<file path="src/rtl/wbuf_pkg.sv">
package wbuf_pkg;
    localparam int unsigned WB_AW = 32;
    localparam int unsigned WB_DW = 32;

    typedef struct packed {
        logic [WB_AW-1:0] addr;
        logic [WB_DW-1:0] data;
    } wb_entry_t;
endpackage

</file>
<file path="src/rtl/wbuf_store.sv">
module wbuf_store
    import wbuf_pkg::*;
#(
    parameter int unsigned DEPTH = 4,
    localparam int unsigned PW = (DEPTH > 1) ? $clog2(DEPTH) : 1,
    localparam int unsigned CW = $clog2(DEPTH + 1)
) (
    input  logic                  clk,
    input  logic                  rst,
    input  logic                  push,
    input  wb_entry_t             push_ent,
    input  logic                  pop,
    output wb_entry_t             head,
    output wb_entry_t [DEPTH-1:0] slots,
    output logic      [PW-1:0]    rd_ptr,
    output logic      [CW-1:0]    count
);
    logic [PW-1:0] wr_ptr;

    function automatic logic [PW-1:0] bump(input logic [PW-1:0] p);
        return (p == PW'(DEPTH - 1)) ? '0 : p + PW'(1);
    endfunction

    always_ff @(posedge clk) begin
        if (push) slots[wr_ptr] <= push_ent;
    end

    always_ff @(posedge clk) begin
        if (rst) begin
            wr_ptr <= '0;
            rd_ptr <= '0;
            count  <= '0;
        end else begin
            if (push) wr_ptr <= bump(wr_ptr);
            if (pop)  rd_ptr <= bump(rd_ptr);
            count <= count + CW'(push) - CW'(pop);
        end
    end

    assign head = slots[rd_ptr];

    // a full queue takes a store only while a slot leaves
    p_no_overflow_r4: assert property (@(posedge clk) disable iff (rst)
        (push && count == CW'(DEPTH)) |-> pop);

    // occupancy tracks pushes and pops exactly
    p_occupancy_r5: assert property (@(posedge clk)
        (!rst) |=> (rst || count == $past(count) + CW'($past(push)) - CW'($past(pop))));
endmodule

</file>
<file path="src/rtl/wbuf_lookup.sv">
module wbuf_lookup
    import wbuf_pkg::*;
#(
    parameter int unsigned DEPTH = 4,
    localparam int unsigned PW = (DEPTH > 1) ? $clog2(DEPTH) : 1,
    localparam int unsigned CW = $clog2(DEPTH + 1)
) (
    input  wb_entry_t [DEPTH-1:0] slots,
    input  logic      [PW-1:0]    rd_ptr,
    input  logic      [CW-1:0]    count,
    input  logic      [WB_AW-1:0] q_addr,
    output logic                  hit,
    output logic      [WB_DW-1:0] data
);
    // Walk the slots from oldest to newest; a later match overrides an earlier one.
    always_comb begin
        hit  = 1'b0;
        data = '0;
        for (int k = 0; k < DEPTH; k++) begin
            if (k < int'(count) &&
                slots[(int'(rd_ptr) + k) % DEPTH].addr == q_addr) begin
                hit  = 1'b1;
                data = slots[(int'(rd_ptr) + k) % DEPTH].data;
            end
        end
    end
endmodule

</file>
<file path="src/rtl/wrbuf_fwd.sv">
module wrbuf_fwd
    import wbuf_pkg::*;
#(
    parameter int unsigned DEPTH = 4,
    localparam int unsigned PW = (DEPTH > 1) ? $clog2(DEPTH) : 1,
    localparam int unsigned CW = $clog2(DEPTH + 1)
) (
    input  logic             clk,
    input  logic             rst,
    input  logic             st_valid,
    input  logic [WB_AW-1:0] st_addr,
    input  logic [WB_DW-1:0] st_data,
    output logic             st_ready,
    output logic             mem_wr_valid,
    output logic [WB_AW-1:0] mem_wr_addr,
    output logic [WB_DW-1:0] mem_wr_data,
    input  logic             mem_wr_ready,
    input  logic             rd_req,
    input  logic [WB_AW-1:0] rd_addr,
    output logic             rd_hit,
    output logic [WB_DW-1:0] rd_data,
    output logic             mem_rd_req,
    output logic [WB_AW-1:0] mem_rd_addr,
    output logic             full,
    output logic             empty
);
    wb_entry_t             head, push_ent;
    wb_entry_t [DEPTH-1:0] slots;
    logic      [PW-1:0]    rd_ptr;
    logic      [CW-1:0]    count;
    logic                  push, pop, lk_hit;
    logic      [WB_DW-1:0] lk_data;

    assign full         = (count == CW'(DEPTH));
    assign empty        = (count == '0);
    assign st_ready     = !full || mem_wr_ready;
    assign mem_wr_valid = !empty;
    assign push         = st_valid && st_ready;
    assign pop          = mem_wr_valid && mem_wr_ready;
    assign push_ent     = '{addr: st_addr, data: st_data};
    assign mem_wr_addr  = head.addr;
    assign mem_wr_data  = head.data;

    wbuf_store #(.DEPTH(DEPTH)) u_store (
        .clk(clk), .rst(rst), .push(push), .push_ent(push_ent), .pop(pop),
        .head(head), .slots(slots), .rd_ptr(rd_ptr), .count(count)
    );

    wbuf_lookup #(.DEPTH(DEPTH)) u_lookup (
        .slots(slots), .rd_ptr(rd_ptr), .count(count), .q_addr(rd_addr),
        .hit(lk_hit), .data(lk_data)
    );

    assign rd_hit      = rd_req && lk_hit;
    assign rd_data     = lk_data;
    assign mem_rd_req  = rd_req && !lk_hit;
    assign mem_rd_addr = rd_addr;

    // a stalled memory write keeps its address and data
    p_head_hold_r2: assert property (@(posedge clk) disable iff (rst)
        (mem_wr_valid && !mem_wr_ready) |=>
            (mem_wr_valid && $stable(mem_wr_addr) && $stable(mem_wr_data)));

    // an empty queue cannot serve a read
    p_empty_nohit_r6: assert property (@(posedge clk) disable iff (rst)
        (rd_req && empty) |-> (!rd_hit && mem_rd_req));

    // the two occupancy flags exclude each other
    p_flags_r11: assert property (@(posedge clk) disable iff (rst)
        !(full && empty));
endmodule

</file>
<file path="config.mk">
export PLATFORM = sky130hd
export DESIGN_NAME = wrbuf_fwd
export DESIGN_NICKNAME = d
export VERILOG_FILES = /design/src/rtl/wbuf_pkg.sv /design/src/rtl/wbuf_store.sv /design/src/rtl/wbuf_lookup.sv /design/src/rtl/wrbuf_fwd.sv
export SDC_FILE = /design/constraint.sdc
export NUM_CORES = 1
export LEC_CHECK = 0
export ABC_AREA = 0
export BUFFER_PORTS_ARGS = -buffer_cell sky130_fd_sc_hd__clkbuf_2
export CORE_AREA = 2 2 242 244
export DETAILED_ROUTE_END_ITERATION = 12
export DIE_AREA = 0 0 244 246
export PLACE_DENSITY = 0.53
export SYNTH_ARGS = -nofsm -noshare
export SYNTH_HDL_FRONTEND = slang
export SYNTH_SLANG_ARGS = --single-unit
</file>
<file path="constraint.sdc">
create_clock -name clk -period 6.8 [get_ports clk]
set_input_delay 0.68 -clock clk [delete_from_list [all_inputs] [get_ports clk]]
set_output_delay 0.68 -clock clk [all_outputs]
set_load 0.05 [all_outputs]
</file>
==> results by group <==
Job
  – MaxCap Viol Count: 0

Floorplan
  – Boundary Pins: ~240
  – Die width: roughly 240 µm
  – Core Rows: between 80 and 90
  – Die Area: between 60000 and 70000 µm²
  – Initial Utilization: 0.299
  – Placeable core area: 57400 µm²
  – Chip Height: 246 µm

STA
  – Setup TNS: 0 ps
  – Least-Margin Pin Slew: between 1000 and 1500 ps
  – Tmin final: roughly 5800 ps
  – Final Cycle Share: 0.857
  – RSZ-0062 raised after global routing: no
  – Worst Skew: ~29 ps
  – Max Transition Viols Final: 0
  – Final setup viols: 0
  – Final hold vios: 0
  – Fmax: between 150 and 200 MHz
  – Worst slew margin: 0.208

Outcome
  – Status: finished clean

Setup path
  – Levels on crit path: 11
  – Crit start category: register
  – Crit Path Max Fanout: 51
  – Crit path top cell by count: buf_4
  – CP bufs+invs: 3
  – Top Family by Delay on Critical Path: simple AND/OR/NAND/NOR gates
  – Critical Path, Cell by Cell: ha_4, buf_4, mux2i_1, xnor2_1, nand4_1, nor4_1, and3_2, buf_4, a21oi_1, a22oi_1, clkbuf_2
  – Largest stage delay, worst path: ~880 ps
  – Slowest cell on crit path: and3_2
  – Critical path type: reg2out
  – Reg2Reg Depth: 5
  – Crit path capture type: primary output
  – Required time of the critical path: 6120 ps
  – CP arrival: 5150 ps

CTS
  – # Post-CTS Setup Buffers: 0
  – Clk_lat worst skew: slightly below 600 ps
  – H-tree lvl count: 1
  – Clock tree buffer depth: 3
  – CTS resizes: 0
  – CTS Sinks: roughly 260
  – Reg clk slew, reported paths: ~60 ps
  – Post-CTS Hold Buffers: 0
  – CTS Root Cell: clkbuf_16
  – CTS buffer count: 29
  – CTS tree: yes

Synth
  – Top cells by area, synth: edfxtp_1 (45%), mux4_2 (8.7%), mux2i_1 (8.3%)
  – Async set or reset register ratio after synthesis: 0
  – Most common cell in the netlist: edfxtp_1
  – Commonest register cell after synthesis: edfxtp_1
  – Synth warn: 0
  – Cell area after synthesis: 17100 µm²
  – Syn avg cell area: 11.6 µm²
  – Syn Inst Count: 1479
  – Post-Syn Nets: ~1600
  – Synth area leader: edfxtp_1
  – Post-synth top cells: edfxtp_1 (256), mux2i_1 (142), a21oi_1 (106)
  – Post-synth EDFFs: about 260
  – Register area share after synthesis: 0.457
  – Post-synth top area share: 0.449
  – Yosys cell types: 60
  – #FFs+latches synth: 263

Global route
  – Vias in the first global route: ~12000
  – GR Util met2: 0.291
  – Gr ovfl total: 0
  – Grt met1 use: 0.233
  – Pin count of the biggest net entering global routing: about 130
  – First-pass GRT wire length: about 78 mm
  – GRT Resource Usage Total: 0.173
  – Initial antenna violation count: 4
  – GR Layer Usage met3: 0.0270
  – Grt peak-use layer: met2

Final layout
  – Synth-to-layout area growth: 14.5%
  – Nets: between 1500 and 2000
  – Ratio of cells with drive above 1 in the final layout: 0.291
  – Finished Layout Cells: 2392
  – Sequential standard cell area: between 7000 and 8000 µm²
  – # fillers: ~5600
  – Footprint of the multi-input gates: between 8000 and 9000 µm²

Route
  – DRT Pass-1 Iters: 6
  – Vias: 12666
  – Post-DR wirelength/cell: about 23 µm
  – WL final: 53.9 mm
  – Final antenna-violating net count: 0
  – Drt via density: 5.30
  – # DRC: 0
  – Drt initial violations: 860

Power and ir drop
  – Static Leak: ~6.5 nW
  – Worst VDD drop: ~0.25 mV
  – PwrDens: around 340 nW/µm²
  – Final Power: between 6 and 7 mW

Placed design
  – Number of port buffers: between 200 and 250
  – DP Cell Count: roughly 2300
  – GPL Wtd Cong: about 0.91
  – Final HPWL DP: 37.4 mm

Min path
  – Hold Path Class: in2reg
  – Hold path depth: 1
[cells by family after synthesis]
logic type               Yosys count  share of synthesized area
AO/OA/AOI/OAI                    328                      0.118
XOR/XNOR                         107                     0.0547
adder cells (fa/ha/maj)           10                    0.00774
buffers and inverters            194                     0.0580
flip-flops                       263                      0.457
multiplexers                     297                      0.230
AND/OR/NAND/NOR                  280                     0.0757
[routing by layer]
layer  vias up  part of all wire
met3        59             0.057
met1      6323              0.44
li1       5877                 -
met2       399              0.48
met4         8             0.021
met5         -           0.00087
[power breakdown]
group / internal (mW) / total (mW) / switching [mW] / leakage (nW)
clock: 0.970 / 1.64 / 0.670 / 0.479
combinational: 1.04 / 2.99 / 1.95 / 3.60
sequential: 1.91 / 2.00 / 0.0883 / 2.41
[registers in the layout, summed over array words and instances (netlist names)]
| register | flops |
|---|---|
| u_store.slots | 256 |
| u_store.count | 3 |
| u_store.rd_ptr | 2 |
| u_store.wr_ptr | 2 |
[final timing paths]
path	startpoint	to	slack, ps
worst max-delay path	u_store.rd_ptr[1]$_SDFFE_PP0P_	rd_data[14]	970
worst min-delay path	st_data[2]	u_store.slots[2]$_DFFE_PP_	310
worst max register to register	u_store.count[2]$_SDFF_PP0_	u_store.slots[33]$_DFFE_PP_	4280
worst min register to register	u_store.wr_ptr[0]$_SDFFE_PP0P_	u_store.wr_ptr[0]$_SDFFE_PP0P_	620
[metrics by stage]
stage                     cell area (µm²)  setup slack, ps   util  hold slack [ps]
after detailed placement            18600             1500  0.325              606
after global placement              18600             1540  0.325              595
after CTS                           19600              864  0.342              274
after global routing                19600              632  0.342              294
final                               19600              972  0.342              310
after floorplan                     17100             2230      -              568
[layout make-up]
cell class / instances / share of cell area
Timing Repair Buffer: 261 / 0.0713
Inverter: 26 / 0.00497
Tap cell: 765 / 0.0488
Clock inverter: 21 / 0.0122
Antenna cell: 1 / 0.000128
Clock buffer: 33 / 0.0377
Sequential cell: 263 / 0.399
Multi-Input combinational cell: 1022 / 0.426
[placed cells by master (no fill, tap or decap), drive strengths merged, types with 4 or more instances in the layout]
cell	n
a2111oi	9
a211oi	27
a21oi	107
a22oi	35
a2bb2oi	5
and3	5
and4	4
buf	27
bufinv	5
clkbuf	267
clkinv	14
dfxtp	7
edfxtp	256
ha	9
inv	27
mux2	87
mux2i	144
mux4	66
nand2	77
nand3	28
nand4	27
nor2	82
nor3	41
nor4	4
o21ai	110
o22ai	12
xnor2	89
xor2	18
No activity file was read; power rests on OpenSTA's default activity.
